### src/rtl/compand_pkg.sv
package compand_pkg;
  localparam int SLOT_W = 32;
  localparam int LIN_W  = 16;
  localparam int CODE_W = 8;
  localparam int SEG_W  = 3;
  localparam int STEP_W = 4;
  localparam int SIZE_W = 3;

  localparam logic [SIZE_W-1:0] SIZE_8BIT = 3'b010;
  localparam logic [CODE_W-1:0] A_XOR     = 8'h55;
  localparam logic [13:0]       MU_CLIP   = 14'd8158;
  localparam logic [13:0]       MU_BIAS   = 14'd33;
  localparam logic [15:0]       MU_OFFS   = 16'd132;
  localparam logic [15:0]       A_OFFS    = 16'd264;

  typedef enum logic [1:0] {
    LAW_OFF  = 2'b00,
    LAW_RSV  = 2'b01,
    LAW_MU   = 2'b10,
    LAW_A    = 2'b11
  } law_e;
endpackage

### src/rtl/g711_encoder.sv
module g711_encoder
  import compand_pkg::*;
(
  input  logic [LIN_W-1:0]  lin,
  input  logic              law_a,
  input  logic              twos,
  output logic [CODE_W-1:0] code
);
  logic              neg;
  logic [13:0]       mu_mag, mu_b;
  logic [SEG_W-1:0]  mu_seg, a_seg;
  logic [STEP_W-1:0] mu_step, a_step;
  logic [12:0]       a_mag;
  logic [11:0]       a_clip;

  assign neg = lin[LIN_W-1];

  // mu-law: 14-bit linear, clip, bias, segment search
  always_comb begin
    if (neg) mu_mag = twos ? 14'(-lin[15:2]) : ~lin[15:2];
    else     mu_mag = lin[15:2];
    mu_b   = ((mu_mag > MU_CLIP) ? MU_CLIP : mu_mag) + MU_BIAS;
    mu_seg = '0;
    for (int i = 0; i < 8; i++) begin
      if (mu_b[5+i]) mu_seg = SEG_W'(i);
    end
    mu_step = STEP_W'(mu_b >> (4'(mu_seg) + 4'd1));
  end

  // A-law: 13-bit linear, clip, segment search
  always_comb begin
    if (neg) a_mag = twos ? 13'(-lin[15:3]) : ~lin[15:3];
    else     a_mag = lin[15:3];
    a_clip = a_mag[12] ? 12'hFFF : a_mag[11:0];
    a_seg  = '0;
    for (int i = 1; i < 8; i++) begin
      if (a_clip[4+i]) a_seg = SEG_W'(i);
    end
    a_step = (a_seg == '0) ? a_clip[4:1] : STEP_W'(a_clip >> a_seg);
  end

  assign code = law_a ? ({~neg, a_seg, a_step} ^ A_XOR)
                      : ~{neg, mu_seg, mu_step};
endmodule

### src/rtl/g711_decoder.sv
module g711_decoder
  import compand_pkg::*;
(
  input  logic [CODE_W-1:0] code,
  input  logic              law_a,
  input  logic              twos,
  output logic [LIN_W-1:0]  lin
);
  logic [CODE_W-1:0] c_mu, c_a;
  logic [LIN_W-1:0]  mu_mag, a_mag, mag;
  logic              neg;

  always_comb begin
    c_mu   = ~code;
    mu_mag = ((LIN_W'({c_mu[3:0], 3'b000}) + MU_OFFS) << c_mu[6:4]) - MU_OFFS;
    c_a    = code ^ A_XOR;
    if (c_a[6:4] == '0)
      a_mag = LIN_W'({c_a[3:0], 4'b1000});
    else
      a_mag = (LIN_W'({c_a[3:0], 4'b0000}) + A_OFFS) << (c_a[6:4] - 3'd1);
    mag = law_a ? a_mag : mu_mag;
    neg = law_a ? ~c_a[7] : c_mu[7];
    if (neg) lin = twos ? (-mag) : (~mag);
    else     lin = mag;
  end
endmodule

### src/rtl/cmp_pipe_stage.sv
module cmp_pipe_stage #(
  parameter int W = 32
) (
  input  logic         clk,
  input  logic         rst_n,
  input  logic         in_valid,
  output logic         in_ready,
  input  logic [W-1:0] in_data,
  output logic         out_valid,
  input  logic         out_ready,
  output logic [W-1:0] out_data
);
  logic         vld_q, vld_nxt, load;
  logic [W-1:0] data_q;

  always_comb begin
    in_ready = !vld_q || out_ready;
    load     = in_valid && in_ready;
    if (load)           vld_nxt = 1'b1;
    else if (out_ready) vld_nxt = 1'b0;
    else                vld_nxt = vld_q;
  end

  always_ff @(posedge clk or negedge rst_n) begin
    if (!rst_n) vld_q <= 1'b0;
    else        vld_q <= vld_nxt;
  end

  always_ff @(posedge clk) begin
    if (load) data_q <= in_data;
  end

  assign out_valid = vld_q;
  assign out_data  = data_q;
endmodule

### src/rtl/audio_compand_stage.sv
module audio_compand_stage
  import compand_pkg::*;
(
  input  logic              clk,
  input  logic              rst_n,
  input  logic              enable,
  input  logic              proto_free,
  input  logic              dir_rx,
  input  logic [1:0]        law_sel,
  input  logic              cpl_twos,
  input  logic [SIZE_W-1:0] cfg_size,
  output logic [SIZE_W-1:0] eff_size,
  input  logic              in_valid,
  output logic              in_ready,
  input  logic [SLOT_W-1:0] in_data,
  output logic              out_valid,
  input  logic              out_ready,
  output logic [SLOT_W-1:0] out_data
);
  localparam int PAD_TX = SLOT_W - CODE_W;
  localparam int PAD_RX = SLOT_W - LIN_W;

  logic              law_on, apply, law_a;
  logic [CODE_W-1:0] enc_code;
  logic [LIN_W-1:0]  dec_lin;
  logic [SLOT_W-1:0] word_nxt;

  assign law_on   = enable && law_sel[1];
  assign apply    = law_on && proto_free;
  assign law_a    = (law_e'(law_sel) == LAW_A);
  assign eff_size = law_on ? SIZE_8BIT : cfg_size;

  g711_encoder u_enc (
    .lin   (in_data[LIN_W-1:0]),
    .law_a (law_a),
    .twos  (cpl_twos),
    .code  (enc_code)
  );

  g711_decoder u_dec (
    .code  (in_data[SLOT_W-1 -: CODE_W]),
    .law_a (law_a),
    .twos  (cpl_twos),
    .lin   (dec_lin)
  );

  always_comb begin
    if (!apply)      word_nxt = in_data;
    else if (dir_rx) word_nxt = {{PAD_RX{1'b0}}, dec_lin};
    else             word_nxt = {enc_code, {PAD_TX{1'b0}}};
  end

  cmp_pipe_stage #(.W(SLOT_W)) u_pipe (
    .clk       (clk),
    .rst_n     (rst_n),
    .in_valid  (in_valid),
    .in_ready  (in_ready),
    .in_data   (word_nxt),
    .out_valid (out_valid),
    .out_ready (out_ready),
    .out_data  (out_data)
  );
endmodule

### config.mk
export PLATFORM = sky130hd
export DESIGN_NAME = audio_compand_stage
export DESIGN_NICKNAME = d
export VERILOG_FILES = /design/src/rtl/compand_pkg.sv /design/src/rtl/g711_encoder.sv /design/src/rtl/g711_decoder.sv /design/src/rtl/cmp_pipe_stage.sv /design/src/rtl/audio_compand_stage.sv
export SDC_FILE = /design/constraint.sdc
export NUM_CORES = 1
export LEC_CHECK = 0
export ABC_CLOCK_PERIOD_IN_PS = 3200
export BUFFER_PORTS_ARGS = -buffer_cell sky130_fd_sc_hd__buf_4
export CORE_UTILIZATION = 30
export DETAILED_ROUTE_END_ITERATION = 12
export GPL_ROUTABILITY_DRIVEN = 0
export PLACE_DENSITY = 0.59
export SETUP_SLACK_MARGIN = 0.05
export SYNTH_ARGS = -nofsm -noshare
export SYNTH_HDL_FRONTEND = slang
export SYNTH_SLANG_ARGS = --single-unit
### constraint.sdc
create_clock -name clk -period 3.2 [get_ports clk]
set_input_delay 0 -clock clk [delete_from_list [all_inputs] [get_ports clk]]
set_output_delay 0 -clock clk [all_outputs]
set_load 0.01 [all_outputs]
-- Yosys cells after proc, flatten, opt, wreduce, memory -nomap -nowiden
Index checks and enable logic that the tools add are counted.
- bits in registers: 33
- input bits: 45
- $add $sub $neg: 9
- bitwise operators: 9
- muxes and demuxes: 32
- shift operators: 4
- magnitude comparators: 1
- reduce and logical (&&, ||, !) cells: 8
- eq/ne operators: 1
- operators with widths (operator ; number):
    $mux 16 ; 4
    $mux 32 ; 2
    $mux 14 ; 3
    $shl 16x3->16 ; 2
    $mux 3 ; 9
    $mux 13 ; 2
    $neg 16->16 ; 1
    $not 16->16 ; 1
    $not 8->8 ; 2
    $sub 16x8->16 const B ; 1
    $add 14x6->14 const B ; 1
    $gt 14x13->1 const B ; 1
    $neg 14->14 ; 1
    $not 14->14 ; 1
    $shr 14x4->4 ; 1
    $neg 13->13 ; 1
    $not 13->13 ; 1
    $mux 12 ; 1
    $shr 12x3->4 ; 1
    $add 8x9->10 const B ; 1
    $add 7x8->9 const B ; 1
    $mux 2 ; 4
    $mux 8 ; 1
    $not 4->4 ; 2
    11 further kinds ; 19

-- Logic depth before layout (Yosys ltp)
- depth after elaboration: 19
- mapped depth: 16
- depth with buffers taken out: 13

-- Hierarchy
From an unflattened synthesis, not the netlist that was laid out.
- cells, all modules: 650
- area, all modules: 5286.3 um^2
- by module, submodules not included (module ; area each (um^2) ; times used ; sequential area each (um^2) ; cells an instance):
    g711_encoder ; 2139.6 ; 1 ; 0.0 ; 309
    g711_decoder ; 1554.0 ; 1 ; 0.0 ; 221
    cmp_pipe_stage ; 1014.7 ; 1 ; 985.9 ; 36
    audio_compand_stage ; 578.1 ; 1 ; 0.0 ; 84

-- Worst setup path before layout
No wires, ideal clock.
- kind: input-to-reg
- start point: input in_data[8]
- end point: register u_pipe.data_q[25] (netlist: u_pipe.out_data[25]) (data pin)
- path slack: -0.141 ns
- arrival: 3.073 ns
- stages on the path: 12
- data required time: 2.933 ns
- path through: buf_2 or4_4 buf_6 or4_4 a32oi_1 o32ai_2 nor3_4 o221ai_2 a21oi_4 mux2_1 a2111oi_0 o21ai_1
- word-level cells in the longest chain between the ends: 19
- elaborated cells on any way between the ends: 35
- classes of those cells: add/sub (4); order compare (1); shift (2); mux (24); bitwise (3); reduce/logical (1)
- RTL lines (element ; line ; RTL):
    start, declared ; audio_compand_stage.sv:15 ; input logic [SLOT_W-1:0] in_data,
    $neg 14->14 / $not 14->14 (equally long branches) ; g711_encoder.sv:20 ; if (neg) mu_mag = twos ? 14'(-lin[15:2]) : ~lin[15:2];
    $mux 14 (2 in a row) ; g711_encoder.sv:20 ;
    $gt 14x13->1 ; g711_encoder.sv:22 ; mu_b = ((mu_mag > MU_CLIP) ? MU_CLIP : mu_mag) + MU_BIAS;
    $mux 14 ; g711_encoder.sv:22 ;
    $add 14x6->14 ; g711_encoder.sv:22 ;
    $mux 1 ; g711_encoder.sv:25 ; if (mu_b[5+i]) mu_seg = SEG_W'(i);
    $mux 2 (2 in a row) ; g711_encoder.sv:25 ;
    $mux 3 (4 in a row) ; g711_encoder.sv:25 ;
    $add 3x1->4 ; g711_encoder.sv:27 ; mu_step = STEP_W'(mu_b >> (4'(mu_seg) + 4'd1));
    $shr 14x4->4 ; g711_encoder.sv:27 ;
    $not 8->8 ; g711_encoder.sv:43 ; : ~{neg, mu_seg, mu_step};
    $mux 8 * ; g711_encoder.sv:42 ; assign code = law_a ? ({~neg, a_seg, a_step} ^ A_XOR)
    $mux 32 * ; audio_compand_stage.sv:49 ; else if (dir_rx) word_nxt = {{PAD_RX{1'b0}}, dec_lin};
    $mux 32 * ; audio_compand_stage.sv:48 ; if (!apply) word_nxt = in_data;
    named net u_pipe.in_data[25] ; cmp_pipe_stage.sv:8 ; input logic [W-1:0] in_data,
    end signal, assigned ; cmp_pipe_stage.sv:30 ; if (load) data_q <= in_data;
    end, declared ; cmp_pipe_stage.sv:14 ; logic [W-1:0] data_q;
The timed path passes the listed nets; every way through them passes the cells marked *.
A chain may end at the register's enable or synchronous reset.

-- Worst setup path after layout
- start point: input in_data[9]
- end point: register u_pipe.data_q[25] (netlist: u_pipe.out_data[25]) (data pin)
Same word-level chain as after synthesis.

==> impl_summary.md <==
Status
The run finished with clean final reports.

Synth
Averaged over all synthesized cells, the footprint is around 7.4 sq um. The net count after synthesis is between 600 and 700. In the synthesized netlist, the cells that appear most often are 85 x sky130_fd_sc_hd__nand2_1, 48 x sky130_fd_sc_hd__o21ai_0, 46 x sky130_fd_sc_hd__nor2_1. The Yosys step of the flow raised 0 warnings. The number of distinct library cells after synthesis is 76. The synthesized cell area is between 4000 and 5000 sq um.

The prevailing post-synth register cell is sky130_fd_sc_hd__edfxtp_1. The sequential fraction of the synthesis area is 22.10%. The number of enable flip-flop cells after synthesis is 32.

Of all cell types, the one taking the most synthesized area is sky130_fd_sc_hd__edfxtp_1. The proportion of synthesized flip-flops having asynchronous set or reset is 3.030%. sky130_fd_sc_hd__nand2_1 is the most common cell in the netlist. By area the synthesized netlist is led by sky130_fd_sc_hd__edfxtp_1 22%, sky130_fd_sc_hd__nand2_1 7.2%, sky130_fd_sc_hd__xnor2_1 5.9%. The number of instances in the synthesized netlist is 602. After synthesis the netlist holds a flip-flop and latch count of 33.

In this run the biggest area consumer among cell types represents ~22% of the synthesized area.

Placement
Summing all placed instances gives a cell area of 5772 sq um. At the placement stage, the worst setup path has a slack of -0.1018 ns. The count of input and output buffers is 81. Detailed placement finished with a half-perimeter wire length of about 12 mm. In this run, placement finished with an instance count of 909.

Worst setup path
The signal on the critical path passes through buf_4, or4_4, or4_4, a32oi_1, o32ai_2, nor3_4, o221ai_2, a21oi_4, mux2_4, a2111oi_4, o21ai_1. The most prevalent standard cell on the critical path is sky130_fd_sc_hd__or4_4. The worst setup path is launched from an input pin. On the critical path, the stage with the largest delay is an instance of sky130_fd_sc_hd__or4_4. The peak fanout along the critical path is 8.

For this run, the slowest stage of the critical path takes 0.57 ns. Setup slack on the worst reg-to-reg path comes out at 1.79 ns. The data arrival time of the critical path is 3.02 ns. The worst register-to-register path begins at u_pipe.out_valid. The endpoint identified for the worst register-to-register timing path is u_pipe.out_data[3]. The number of cells on the worst reg-to-reg path is 3.

The count of buffer and inverter cells on the critical path is 1. The worst setup path is captured at a flip-flop. STA puts the critical path data required time at 3.23 ns. The worst setup path is of the in2reg kind. In this design, the largest share of critical-path delay is due to simple AND/OR/NAND/NOR gates.

Cells and area
The count of antenna diodes in the layout is 0. The count of nets after finishing is 790. The final standard cell count with taps included and fillers excluded is 921. The count of fill cells added during filler insertion is 1479. Summing all non-filler instances in the final layout gives an area of approximately 6000 sq um. The share of cells above drive strength 1 is 28.63%.

The layout overhead on the synthesized area is 34.56%. Cells fill 41.30% of the core in the end.

STA
The maximum frequency from static timing analysis is 0.3342 GHz. Setup repair after global routing left no endpoint under its margin. In the finished design, the share of the clock period the worst path needs comes to 93.51%. The max-slew violation count is 0.

The routed design could run at a clock period as short as approximately 3 ns. The hold violation count in the final report was 0. Setup violations remaining at the end of the flow were counted as 0. Across all setup checks in the final design, the least slack found is 0.2077 ns.

The worst pin sits at a relative slew slack of 38.68%. Between clock sinks in the finished design, the worst skew comes to 0.006300 ns. At the pin with the least slew margin, the transition time is 0.9173 ns.

Pwr
The worst supply voltage drop on vdd is 0.1978 mV. The reported net switching power is 0.6865 mW. Dividing total power by cell area gives a power density of 312.0 nW/um^2. The static leakage is 2.462 nW. Internal power comes to approximately 1.2 mW. Of the total power, the share spent switching nets is 36.66%.

In this run, flip-flops and latches consume between 20% and 30% of the power. Of the total power, the clock network draws 25.3%. The combinational share of power is between 40% and 50%.

CTS
After clock tree synthesis, the clock-pin slew on the worst setup and hold paths is 0.06 ns. TritonCTS built the clock tree. In this run the deepest clock path goes through 2 buffers. The H-tree was split into 2 levels.

Counting the buffers created by CTS gives 5. The latest clock arrival within the worst-skew pair is 0.28 ns. The tree is rooted in a sky130_fd_sc_hd__clkbuf_16. The clock drives 33 sinks.

Global route
The total overflow left after global routing is 0. The total global-route track usage is approximately a fifth. The wire length of the first global-routing pass is 24.29 mm. Entering global routing, the biggest net connects 33 pins. The number of global-route vias before repair is ~4900. The initial antenna violation count is 0.

Hold path
The worst hold path passes through 2 cells. The worst hold endpoint is u_pipe.out_data[16]. The class of the tightest hold or removal check is in2reg. The startpoint identified for the worst hold timing path is in_data[16].

Job
The number of max-cap violations is 0.

Floorplanning
During I/O placement, the number of pins put on the boundary was 82. Row generation in the floorplan step produced 44 rows. The full die area is approximately 15000 sq um.

In this run the horizontal extent of the chip is 123.9 um. The floorplan core area is between 10000 and 15000 sq um. The initial utilization of the core area, before any placement, comes to 30.69%. In this run the vertical extent of the chip is 123.9 um.

Routing
The number of nets still failing antenna checks after routing is 0. Dividing the detail-routed wire length by the instance count gives 16.76 um. Summed over all layers, the routed wires come to 15.43 mm. The number of remaining DRC errors is 0. The vias after detailed routing is slightly above 5000.

Using the TritonRoute via totals, the vias-per-cell ratio works out to 5.573. In this run, the number of DRC markers left after iteration 0 of detailed routing was 496. The number of optimization iterations in the first detailed-route pass is 5.
## how the worst max path moves through the flow
stage	to	slack [ns]	from	cells after the start
global route	u_pipe.out_data[27]	0.04	in_data[3]	17
floorplan	u_pipe.out_data[25]	-0.008	in_data[9]	12
CTS	u_pipe.out_data[25]	0.16	in_data[9]	12
finish	u_pipe.out_data[25]	0.21	in_data[9]	11
global placement	u_pipe.out_data[25]	-0.03	in_data[9]	11
detailed placement	u_pipe.out_data[25]	-0.10	in_data[9]	12
## sequential cells by signal, summed over array words and instances, names as in the netlist
signal            count
u_pipe.out_valid      1
u_pipe.out_data      32
## power groups by stage
stage	Combinational, mW	Sequential [mW]	Clock [mW]
6_report	0.879	0.519	0.474
5_1_grt	0.955	0.522	0.496
4_1_cts	0.862	0.519	0.480
3_5_place_dp	0.852	0.527	0
3_3_place_gp	0.838	0.527	0
2_1_floorplan	0.508	0.541	0
## cells by family after synthesis
group	Yosys count	share of synthesized area, %
AND/OR/NAND/NOR	249	28.47
buffers and inverters	62	5.862
XOR/XNOR	42	8.415
AO/OA/AOI/OAI	188	28.22
multiplexers	19	4.404
flip-flops	33	22.10
adder cells (fa/ha/maj)	9	2.525
## stage by stage
stage                     hold WS [ns]  power (mW)  setup TNS (ns)
after floorplan                -0.2956       1.049       -0.007589
after global placement         -0.2241       1.366        -0.04417
after detailed placement       -0.2237       1.379         -0.3489
after CTS                     0.001211       1.862               0
after global routing          0.009535       1.973               0
final                         0.005234       1.873               0
## layer usage
layer / vias up / part of all wire, % / GRT usage [%]
li1: 2492 / - / -
met1: 2423 / 45 / 26.27
met2: 194 / 47 / 34.17
met3: 24 / 6.4 / 2.564
met4: 0 / 1.5 / 4.911
met5: - / 0 / 0
## cell usage in the layout (no fill, tap or decap), types with 6 or more instances in the layout
cell type	synthesis	final
sky130_fd_sc_hd__or3_1	7	7
sky130_fd_sc_hd__buf_4	0	165
sky130_fd_sc_hd__o21ai_0	48	47
sky130_fd_sc_hd__a21oi_1	41	41
sky130_fd_sc_hd__xor2_1	11	11
sky130_fd_sc_hd__ha_1	9	9
sky130_fd_sc_hd__o211ai_1	7	7
sky130_fd_sc_hd__edfxtp_1	32	32
sky130_fd_sc_hd__mux2i_1	14	14
sky130_fd_sc_hd__a211oi_1	9	9
sky130_fd_sc_hd__o22ai_1	7	7
sky130_fd_sc_hd__nor2_1	46	45
sky130_fd_sc_hd__nand2_1	85	85
sky130_fd_sc_hd__nand4_1	8	8
sky130_fd_sc_hd__o31ai_1	7	7
sky130_fd_sc_hd__a22oi_1	6	6
sky130_fd_sc_hd__inv_1	18	18
sky130_fd_sc_hd__xnor2_1	30	30
sky130_fd_sc_hd__nor4_1	9	8
sky130_fd_sc_hd__a31oi_1	11	10
sky130_fd_sc_hd__nand3_1	12	12
sky130_fd_sc_hd__nor3_1	13	13
sky130_fd_sc_hd__nand2b_1	13	13
sky130_fd_sc_hd__or2_2	6	6
sky130_fd_sc_hd__and2_1	18	18
sky130_fd_sc_hd__nor2b_1	9	8
## final cells by class
class,instances,area [sq um],share of cell area (%)
clock inverter,3,17.52,0.2918
inverter,20,75.07,1.251
sequential,33,985.9,16.43
tap,184,230.2,3.836
timing repair buffer,169,1279,21.31
clock buffer,5,125.1,2.085
multi-input combinational,507,3289,54.80
## timing repair
item / 4_1_cts / 5_1_grt
hold buffers: 4 / 0
resized for setup: 0 / 10
hold endpoints to repair: 4 / 0
endpoints found under the setup margin: 0 / 5
buffers inserted: 0 / 0
No activity file was read; power rests on OpenSTA's default activity.
